[config.mk]
export PLATFORM = sky130hd
export DESIGN_NAME = btb_predictor
export DESIGN_NICKNAME = d
export VERILOG_FILES = /design/src/rtl/btb_pkg.sv /design/src/rtl/btb_match.sv /design/src/rtl/btb_lru.sv /design/src/rtl/btb_predictor.sv
export SDC_FILE = /design/constraint.sdc
export NUM_CORES = 2
export LEC_CHECK = 0
export ABC_CLOCK_PERIOD_IN_PS = 11080
export BUFFER_PORTS_ARGS = -buffer_cell sky130_fd_sc_hd__buf_4
export CAP_MARGIN = 20
export CORE_ASPECT_RATIO = 0.75
export CORE_UTILIZATION = 30
export CTS_BUF_LIST = sky130_fd_sc_hd__clkbuf_4 sky130_fd_sc_hd__clkbuf_8
export CTS_CLUSTER_SIZE = 16
export DETAILED_ROUTE_END_ITERATION = 12
export GPL_ROUTABILITY_DRIVEN = 1
export PLACE_DENSITY = 0.47
export SLEW_MARGIN = 20
export SYNTH_ARGS = -nofsm -noshare
export SYNTH_HDL_FRONTEND = slang
export SYNTH_SLANG_ARGS = --single-unit
[constraint.sdc]
create_clock -name clk -period 11.08 [get_ports clk]
set_input_delay 0 -clock clk [delete_from_list [all_inputs] [get_ports clk]]
set_output_delay 0 -clock clk [all_outputs]
set_load 0.02 [all_outputs]
[src/rtl/btb_pkg.sv]
package btb_pkg;

  // Saturating step of a w-bit direction counter.
  function automatic int unsigned sat_step(input int unsigned c, input logic up,
                                           input int unsigned w);
    int unsigned top;
    top = (32'd1 << w) - 32'd1;
    if (up) return (c >= top) ? top : c + 32'd1;
    else    return (c == 32'd0) ? 32'd0 : c - 32'd1;
  endfunction

  // Counter value given to a freshly filled entry: weakly taken.
  function automatic int unsigned weak_taken(input int unsigned w);
    return 32'd1 << (w - 32'd1);
  endfunction

  // Direction used when no entry matches: backward branches are taken.
  function automatic logic static_guess(input logic disp_neg);
    return disp_neg;
  endfunction

endpackage

[src/rtl/btb_match.sv]
module btb_match #(
  parameter int ENTRIES = 8,
  parameter int ADDR_W  = 32
) (
  input  logic [ENTRIES-1:0]             valid,
  input  logic [ENTRIES-1:0][ADDR_W-1:0] tags,
  input  logic [ADDR_W-1:0]              probe,
  output logic [ENTRIES-1:0]             match
);
  for (genvar i = 0; i < ENTRIES; i++) begin : g_cmp
    assign match[i] = valid[i] && (tags[i] == probe);
  end
endmodule

[src/rtl/btb_lru.sv]
module btb_lru #(
  parameter int ENTRIES = 8,
  localparam int IDX_W  = $clog2(ENTRIES)
) (
  input  logic               clk,
  input  logic               rst_n,
  input  logic               touch_en,
  input  logic [IDX_W-1:0]   touch_idx,
  input  logic [ENTRIES-1:0] valid,
  output logic [IDX_W-1:0]   victim_idx,
  output logic [ENTRIES-1:0] oldest_vec
);
  localparam logic [IDX_W-1:0] AGE_MAX = IDX_W'(ENTRIES - 1);

  logic [ENTRIES-1:0][IDX_W-1:0] age_q;
  logic [IDX_W-1:0]              touched_age;

  assign touched_age = age_q[touch_idx];

  for (genvar i = 0; i < ENTRIES; i++) begin : g_old
    assign oldest_vec[i] = (age_q[i] == AGE_MAX);
  end

  // Ages form a permutation of 0..ENTRIES-1; the touched slot becomes 0.
  always_ff @(posedge clk) begin
    if (!rst_n) begin
      for (int i = 0; i < ENTRIES; i++) age_q[i] <= IDX_W'(i);
    end else if (touch_en) begin
      for (int i = 0; i < ENTRIES; i++) begin
        if (IDX_W'(i) == touch_idx)        age_q[i] <= '0;
        else if (age_q[i] < touched_age)   age_q[i] <= age_q[i] + 1'b1;
      end
    end
  end

  always_comb begin
    logic found;
    found      = 1'b0;
    victim_idx = '0;
    for (int i = 0; i < ENTRIES; i++) begin
      if (!valid[i] && !found) begin
        victim_idx = IDX_W'(i);
        found      = 1'b1;
      end
    end
    if (!found) begin
      for (int i = 0; i < ENTRIES; i++)
        if (oldest_vec[i]) victim_idx = IDX_W'(i);
    end
  end
endmodule

[src/rtl/btb_predictor.sv]
module btb_predictor
  import btb_pkg::*;
#(
  parameter int ADDR_W  = 32,
  parameter int ENTRIES = 8,
  parameter int CNT_W   = 2
) (
  input  logic              clk,
  input  logic              rst_n,
  input  logic [ADDR_W-1:0] fetch_pc,
  input  logic              fetch_disp_neg,
  output logic              fetch_hit,
  output logic [ADDR_W-1:0] fetch_target,
  output logic              fetch_taken,
  input  logic              res_valid,
  input  logic [ADDR_W-1:0] res_pc,
  input  logic [ADDR_W-1:0] res_target,
  input  logic              res_taken
);
  localparam int IDX_W = $clog2(ENTRIES);
  localparam logic [CNT_W-1:0] CNT_INIT = CNT_W'(weak_taken(CNT_W));

  logic [ENTRIES-1:0]             valid_q;
  logic [ENTRIES-1:0][ADDR_W-1:0] tag_q;
  logic [ENTRIES-1:0][ADDR_W-1:0] tgt_q;
  logic [ENTRIES-1:0][CNT_W-1:0]  cnt_q;

  // Named internal events, also watched by the checker.
  logic [ENTRIES-1:0] lk_match;
  logic [ENTRIES-1:0] rs_match;
  logic [ENTRIES-1:0] oldest_vec;
  logic               res_hit;
  logic               upd_en;
  logic               alloc_en;
  logic               touch_en;
  logic [IDX_W-1:0]   rs_idx;
  logic [IDX_W-1:0]   victim_idx;
  logic [IDX_W-1:0]   touch_idx;
  logic [CNT_W-1:0]   lk_cnt;
  logic [CNT_W-1:0]   rs_cnt_next;

  function automatic logic [IDX_W-1:0] encode(input logic [ENTRIES-1:0] oh);
    logic [IDX_W-1:0] r;
    r = '0;
    for (int i = 0; i < ENTRIES; i++) if (oh[i]) r = r | IDX_W'(i);
    return r;
  endfunction

  btb_match #(.ENTRIES(ENTRIES), .ADDR_W(ADDR_W)) u_lk_match (
    .valid(valid_q), .tags(tag_q), .probe(fetch_pc), .match(lk_match));

  btb_match #(.ENTRIES(ENTRIES), .ADDR_W(ADDR_W)) u_rs_match (
    .valid(valid_q), .tags(tag_q), .probe(res_pc), .match(rs_match));

  btb_lru #(.ENTRIES(ENTRIES)) u_lru (
    .clk(clk), .rst_n(rst_n), .touch_en(touch_en), .touch_idx(touch_idx),
    .valid(valid_q), .victim_idx(victim_idx), .oldest_vec(oldest_vec));

  // Fetch side: same-cycle associative read.
  always_comb begin
    fetch_target = '0;
    lk_cnt       = '0;
    for (int i = 0; i < ENTRIES; i++) begin
      if (lk_match[i]) begin
        fetch_target = fetch_target | tgt_q[i];
        lk_cnt       = lk_cnt | cnt_q[i];
      end
    end
  end

  assign fetch_hit   = |lk_match;
  assign fetch_taken = fetch_hit ? lk_cnt[CNT_W-1] : static_guess(fetch_disp_neg);

  // Resolve side.
  assign res_hit     = |rs_match;
  assign rs_idx      = encode(rs_match);
  assign upd_en      = res_valid && res_hit;
  assign alloc_en    = res_valid && res_taken && !res_hit;
  assign touch_en    = upd_en || alloc_en;
  assign touch_idx   = upd_en ? rs_idx : victim_idx;
  assign rs_cnt_next = CNT_W'(sat_step(int'(cnt_q[rs_idx]), res_taken, CNT_W));

  always_ff @(posedge clk) begin
    if (!rst_n) begin
      valid_q <= '0;
      tag_q   <= '0;
      tgt_q   <= '0;
      cnt_q   <= '0;
    end else begin
      for (int i = 0; i < ENTRIES; i++) begin
        if (upd_en && rs_match[i]) begin
          cnt_q[i] <= rs_cnt_next;
          tgt_q[i] <= res_target;
        end else if (alloc_en && (victim_idx == IDX_W'(i))) begin
          valid_q[i] <= 1'b1;
          tag_q[i]   <= res_pc;
          tgt_q[i]   <= res_target;
          cnt_q[i]   <= CNT_INIT;
        end
      end
    end
  end
endmodule

## After elaboration in Yosys (flattened, before gate mapping)

Index checks and enable logic that the tools add are counted.

| word-level totals | value |
|---|---|
| register bits after elaboration | 560 |
| bits of input ports | 101 |
| output and inout bits | 34 |
| logic and storage cells | 319 |

| cells by class | value |
|---|---|
| add/subtract/negate cells | 10 |
| $lt $le $gt $ge | 11 |
| eq/ne operators | 38 |
| muxes and demuxes | 104 |
| bitwise logic cells | 22 |
| reductions and logical operators | 94 |

Operators by type and width:

| kind | count |
|---|---|
| 32-bit two-way mux | 24 |
| 32-bit == test | 16 |
| 32-bit OR | 7 |
| 3-bit two-way mux | 35 |
| 2-bit two-way mux | 32 |
| 1-bit logical AND | 42 |
| 3-bit == test, second input constant | 12 |
| 2-bit AND reduction | 16 |
| 2-bit nonzero test | 16 |
| 3-bit by 1-bit adder with 3-bit output, second input constant | 8 |
| 3-bit < comparator | 8 |
| 8-bit OR reduction | 2 |
| 1-bit zero test | 14 |
| 2-bit OR | 7 |
| 3-bit == test, first input constant | 4 |
| 1-bit two-way mux | 11 |
| 3-bit binary-select mux with 3-bit select | 1 |
| 3-bit by 4-bit < comparator with 1-bit output, second input constant | 2 |
| 1-bit NOT | 8 |
| 2-bit binary-select mux with 3-bit select | 1 |
| 2-bit by 3-bit == test with 1-bit output, first input constant | 2 |
| 3-bit by 2-bit == test with 1-bit output, second input constant | 2 |
| 3-bit zero test | 2 |
| 1-bit by 3-bit == test with 1-bit output, first input constant | 1 |
| 6 further kinds | 6 |

## Longest topological paths before layout

| logic depth | value |
|---|---|
| depth in word-level cells | 36 |
| depth in mapped cells | 21 |
| gate-level depth less buffers | 18 |

## Hierarchy

From an unflattened synthesis, not the netlist that was laid out.

| second synthesis, totals | value |
|---|---|
| cell total of the unflattened synthesis | 3518 |
| area, all modules | 29110.4 um^2 |

By module, submodules not included:

| module | instances | cells an instance | area an instance (um^2) | seq. area each (um^2) |
|---|---|---|---|---|
| btb_predictor | 1 | 2514 | 20666.1 | 10730.3 |
| btb_match | 2 | 384 | 3190.6 | 0.0 |
| btb_lru | 1 | 236 | 2063.2 | 480.5 |

## Worst setup path before layout

Ideal clock, no wire load.

| path | value |
|---|---|
| path kind | reg2reg |
| from | reg tag_q[234] (netlist bit) |
| to | reg u_lru.age_q[22] (netlist bit) |
| library setup time | 0.122 ns |
| arrival time | 4.458 ns |
| setup slack | 6.500 ns |
| stages on the path, launching flop included | 18 |
| buffers on the path | 2 |
| cells stage by stage | dfxtp_1 > xor2_2 > nor4_2 > nand4_1 > or4_1 > buf_2 > and4_1 > a21oi_4 > mux2i_1 > buf_2 > mux2_2 > nor2_1 > a21oi_1 > a21oi_1 > ha_1 > and3_1 > nand4b_1 > a221o_1 |

| between the ends | value |
|---|---|
| cells in the longest elaborated chain, start to end | 10 |
| elaborated cells on any way between the ends | 16 |
| classes of those cells | order compare: 1; eq/ne: 2; mux: 5; reduce/logical: 8 |

Ends and longest elaborated chain:

| element | line | source |
|---|---|---|
| start: declaration | btb_predictor.sv:24 | `logic [ENTRIES-1:0][ADDR_W-1:0] tag_q;` |
| start signal: indexed assignment | btb_predictor.sv:96 | `tag_q[i] <= res_pc;` |
| 32-bit == test (*) | btb_match.sv:11 | `assign match[i] = valid[i] && (tags[i] == probe);` |
| 1-bit logical AND (*) | btb_match.sv:11 |  |
| 8-bit OR reduction | btb_predictor.sv:75 | `assign res_hit = \|rs_match;` |
| 1-bit logical AND | btb_predictor.sv:77 | `assign upd_en = res_valid && res_hit;` |
| 3-bit two-way mux | btb_predictor.sv:80 | `assign touch_idx = upd_en ? rs_idx : victim_idx;` |
| 3-bit binary-select mux with 3-bit select | btb_lru.sv:18 | `assign touched_age = age_q[touch_idx];` |
| 3-bit two-way mux (implied by the code) | btb_lru.sv:18 |  |
| 3-bit < comparator | btb_lru.sv:31 | `else if (age_q[i] < touched_age) age_q[i] <= age_q[i] + 1'b1;` |
| 2-bit nonzero test (no line) | - |  |
| 2-bit AND reduction (no line) | - |  |
| end signal: indexed assignment | btb_lru.sv:30 | `if (IDX_W'(i) == touch_idx) age_q[i] <= '0;` |
| end: declaration | btb_lru.sv:15 | `logic [ENTRIES-1:0][IDX_W-1:0] age_q;` |

Mark *: on every way between the ends. The rest lies on a longest branch, timed or not. The select of a mux whose other input is x is not followed.
A chain may end at the register's enable or synchronous reset.

## Worst setup path after layout

| path | value |
|---|---|
| from | reg tag_q[143] (netlist bit) |
| to | reg u_lru.age_q[22] (netlist bit) |

| between the ends | value |
|---|---|
| cells in the longest elaborated chain, start to end | 12 |
| elaborated cells on any way between the ends | 19 |
| classes of those cells | order compare: 1; eq/ne: 2; mux: 8; reduce/logical: 8 |

Ends and longest elaborated chain:

| element | line | source |
|---|---|---|
| 32-bit == test (*) | btb_match.sv:11 |  |
| 1-bit logical AND (*) | btb_match.sv:11 |  |
| 3-bit two-way mux (4 in a row) | btb_predictor.sv:45 | `for (int i = 0; i < ENTRIES; i++) if (oh[i]) r = r \| IDX_W'(i);` |
| 3-bit two-way mux | btb_predictor.sv:80 |  |
| 3-bit binary-select mux with 3-bit select | btb_lru.sv:18 |  |
| 3-bit two-way mux (implied by the code) | btb_lru.sv:18 |  |
| 3-bit < comparator | btb_lru.sv:31 |  |
| 2-bit nonzero test (no line) | - |  |
| 2-bit AND reduction (no line) | - |  |

Marks and branches as above.

==> flow_summary_export.csv <==
group,metric,value,unit
status,status,"finished, final reports clean",
pwr,p_leak,11.4,nW
timing,fin_worst_hold_slack,0.0870,ns
hold_path,min_path_cells,5,
timing,clock-skew-final,0.0559,ns
hold_path,hp-class,"in -> reg",
global_route,grt-ovfl-total,0,
floorplanning,die_h,273,um
global_route,track_usage,0.243,
clock_network,tritoncts,"done",
clock_network,cts_resized,0,
critical_path,crit_type,"reg -> reg",
hold_path,min_to,"u_lru.age_q[11]",
synthesis,ys_seq_elements,560,
clock_network,clkSlewWorstSetupHoldPaths,0.07,ns
timing,rsz0062_at_grt,"false",
critical_path,r2r_end,"u_lru.age_q[22]",
synthesis,syn-cell-area,0.0294,mm2
layout,nets,3759,
drt,wl_per_cell,24.7,um
layout,areaGrowthSynthToFinish,16.1,%
synthesis,ys.warnings.count,0,
pwr,p_per_area,140,mW/mm2
floorplanning,start_util,0.303,
global_route,antenna_found_initial,5,
global_route,grt_pass1_vias,25100,
drt,ant_nets,0,
clock_network,clk_latency,0.76,ns
clock_network,clock_path_buffers,3,
critical_path,worst_setup_path_end_kind,"flip-flop",
pwr,swShare,0.275,
hold_path,min_from,"res_taken",
synthesis,ys.flop_type,"dfxtp_1",
drt,drt-pass1-iter-count,6,
drt,totalWireLength,124000,um
critical_path,r2r_start,"tag_q[143]",
placement,globalplace.congestion,0.931,
synthesis,syn_inst,3628,
timing,timing.fmax,167,MHz
floorplanning,ios,135,
synthesis,synth_nets,3753,
timing,fin_crit_sh,0.541,
critical_path,cp.required,11.68,ns
drt,drtIter0Drc,3278,
critical_path,start_kind,"flip-flop",
critical_path,r2r_slack,5.08,ns
clock_network,cts_buffers,101,
timing,finalMaxSlewViolations,0,
clock_network,cts_max_level,3,
pwr,ir_drop,0.0862,mV
critical_path,critPathMaxFanout,13,
layout,layout-drive-gt1-share,0.115,
timing,tightest_slew,1.11,ns
synthesis,postSynth.asyncResetShare,0,
pwr,p_switching,1.32,mW
timing,hold_viol,0,
clock_network,clock-root-buffer,"clkbuf_8",
drt,remaining_drc_errors,0,
pwr,internal_power,3.47,mW
global_route,grt_pass1_wl,180000,um
critical_path,arrival,6.60,ns
timing,fin_setup_tns,0,ns
synthesis,ys_seq_area_frac,0.381,
pwr,pwr-share-clk,0.477,
placement,hpwlAfterDp,74200,um
placement,dp_slack,5.16,ns
synthesis,synth_cell_types,84,
critical_path,ff2ff_path_depth,15,
drt,viasPerCell,5.43,
floorplanning,dieArea,0.0992,mm2
timing,period_minus_slack,6.00,ns
clock_network,cts_sinks,560,
drt,vias,27300,
timing,relSlewSlack,0.256,
timing,finalSetupViolations,0,
synthesis,postSynthAreaPerCell,8.10,um2
synthesis,synth_edf_count,0,
pwr,seqPwrFrac,0.428,
timing,layout_setup_ws,5.08,ns
global_route,grt_max_degree,126,
floorplanning,rows,99,
pwr,comb_power_share,0.095,
floorplanning,fp.dieW,363,um
placement,port_buffers,134,
run,maxCapViolations,0,
floorplanning,core-area,0.0971,mm2
-- cell families (layout without fill, tap and decap cells) --
group / count (synthesis) / in the layout / share of synthesized area
other: 0 / 2 / 0
flip-flops: 560 / 560 / 0.381
adder cells (fa/ha/maj): 28 / 28 / 0.0116
AND/OR/NAND/NOR: 1356 / 1356 / 0.212
buffers and inverters: 368 / 459 / 0.0524
multiplexers: 159 / 159 / 0.0542
XOR/XNOR: 511 / 511 / 0.153
AO/OA/AOI/OAI: 646 / 646 / 0.136
-- power groups by stage --
stage | Combinational (mW) | Sequential [mW] | Clock (mW)
2_1_floorplan | 0.266 | 2.09 | 0
3_3_place_gp | 0.423 | 2.09 | 0
3_5_place_dp | 0.420 | 2.09 | 0
4_1_cts | 0.441 | 2.05 | 2.33
5_1_grt | 0.472 | 2.05 | 2.42
6_report | 0.454 | 2.05 | 2.29
-- layer usage --
metal / part of all wire / GRT usage / vias up / routed length [um]
met2: 0.40 / 0.339 / 1235 / 50100
met4: 0.026 / 0.0678 / 6 / 3190
met1: 0.48 / 0.370 / 13300 / 59800
met5: 0.00090 / 0.00670 / - / 112
li1: - / - / 12600 / -
met3: 0.090 / 0.0496 / 204 / 11200
-- timing repair --
item                      in CTS  in global routing
hold buffers                  66                  0
hold endpoints to repair     540                  0
setup buffers                  0                  0
-- layout make-up --
type                       count  area [um2]
inverter                      29         116
clock inverter                14         210
clock buffer                 174        2150
fill                       10300       63000
tap                         1313        1640
sequential                   560       11200
multi-input combinational   2700       16800
antenna                        2        5.00
timing repair buffer         242        1980
-- cells in the mapped netlist, drive strengths merged (5+ instances only) --
cell    number  share of area
nor3        28         0.0048
mux2i      157          0.053
or2          6         0.0013
clkbuf     263          0.034
buf         76          0.015
a22oi       67          0.017
o31ai        9         0.0023
o221ai       5         0.0015
a31oi       11         0.0023
a221oi      39          0.012
dfxtp      560           0.38
xor2       227          0.068
nor2       168          0.021
a22o        33         0.0098
xnor2      284          0.085
and2         5         0.0011
o211ai       5         0.0013
ha          24          0.010
nor4       111          0.024
or3          9         0.0019
a211oi      12         0.0034
nand4       97          0.021
nand2b       6         0.0013
nand2      633          0.081
o22ai        5         0.0011
or4          7         0.0020
a21oi      412          0.071
o21ai        9         0.0017
nand4b       8         0.0026
inv         29         0.0037
nand3      259          0.044
-- critical path: stages (launching register included) --
cell,delay [ns]
dfxtp_1,0.34
xnor2_1,0.39
nand4_1,0.19
nor4_1,0.73
nand3_1,0.35
and4_1,0.41
a21oi_4,0.28
mux2i_2,0.65
mux2_2,0.40
nor2_1,0.09
a21oi_1,0.05
a21oi_1,0.72
ha_1,0.40
and3_1,0.20
nand4b_1,0.23
a221o_1,0.39
-- flip-flops by register name (all words and copies together) (netlist names) --
register     flops
cnt_q           16
tgt_q          256
tag_q          256
u_lru.age_q     24
valid_q          8
-- how the worst max path moves through the flow --
stage | from | endpoint | slack [ns] | cells past startpoint
after floorplan | tag_q[234] | u_lru.age_q[22] | 6.50 | 17
after global placement | res_pc[21] | u_lru.age_q[22] | 5.25 | 16
after detailed placement | tag_q[143] | u_lru.age_q[22] | 5.16 | 15
after CTS | tag_q[143] | u_lru.age_q[22] | 5.12 | 15
after global routing | tag_q[143] | u_lru.age_q[22] | 5.00 | 15
final | tag_q[143] | u_lru.age_q[22] | 5.08 | 15
-- layout by cell type, fill, tap and decap left out, types with 5 or more instances in the layout --
master         Yosys  layout
a21oi_4            1       6
nand4_1           96      96
or3_1              9       9
inv_1             28      28
nor2_1           168     163
nand2_2            0       6
dlygate4sd3_1      0      66
clkbuf_4           0      39
a31oi_1           11      11
nand2_1          633     627
xnor2_1          284     284
buf_4              9     176
or4_1              5       5
clkbuf_8           0     135
a22oi_1           67      66
or2_2              6       6
o211ai_1           5       5
o221ai_1           5       5
nor2_4             0       5
a21oi_1          411     406
a221oi_1          35      35
nor4_1           108     100
nand3_1          259     259
nand4b_1           7       7
nor3_1            28      28
o31ai_1            9       9
a22o_1            33      33
o21ai_0            6       6
dfxtp_1          560     560
nor4_2             3      11
and2_1             5       5
mux2i_1          157     156
o22ai_1            5       5
a211oi_1          10      10
ha_1              24      24
xor2_1           224     224
-- through the flow --
stage          area [um2]  std cells  utilization  power [mW]
5_1_grt             34100       5034        0.352        4.94
6_report            34100       5034        0.352        4.79
3_3_place_gp        31100       4778        0.320        2.51
3_5_place_dp        31100       4778        0.320        2.51
2_1_floorplan       29400       3628            -        2.35
4_1_cts             34100       5032        0.351        4.82
No activity file was read; power rests on OpenSTA's default activity.
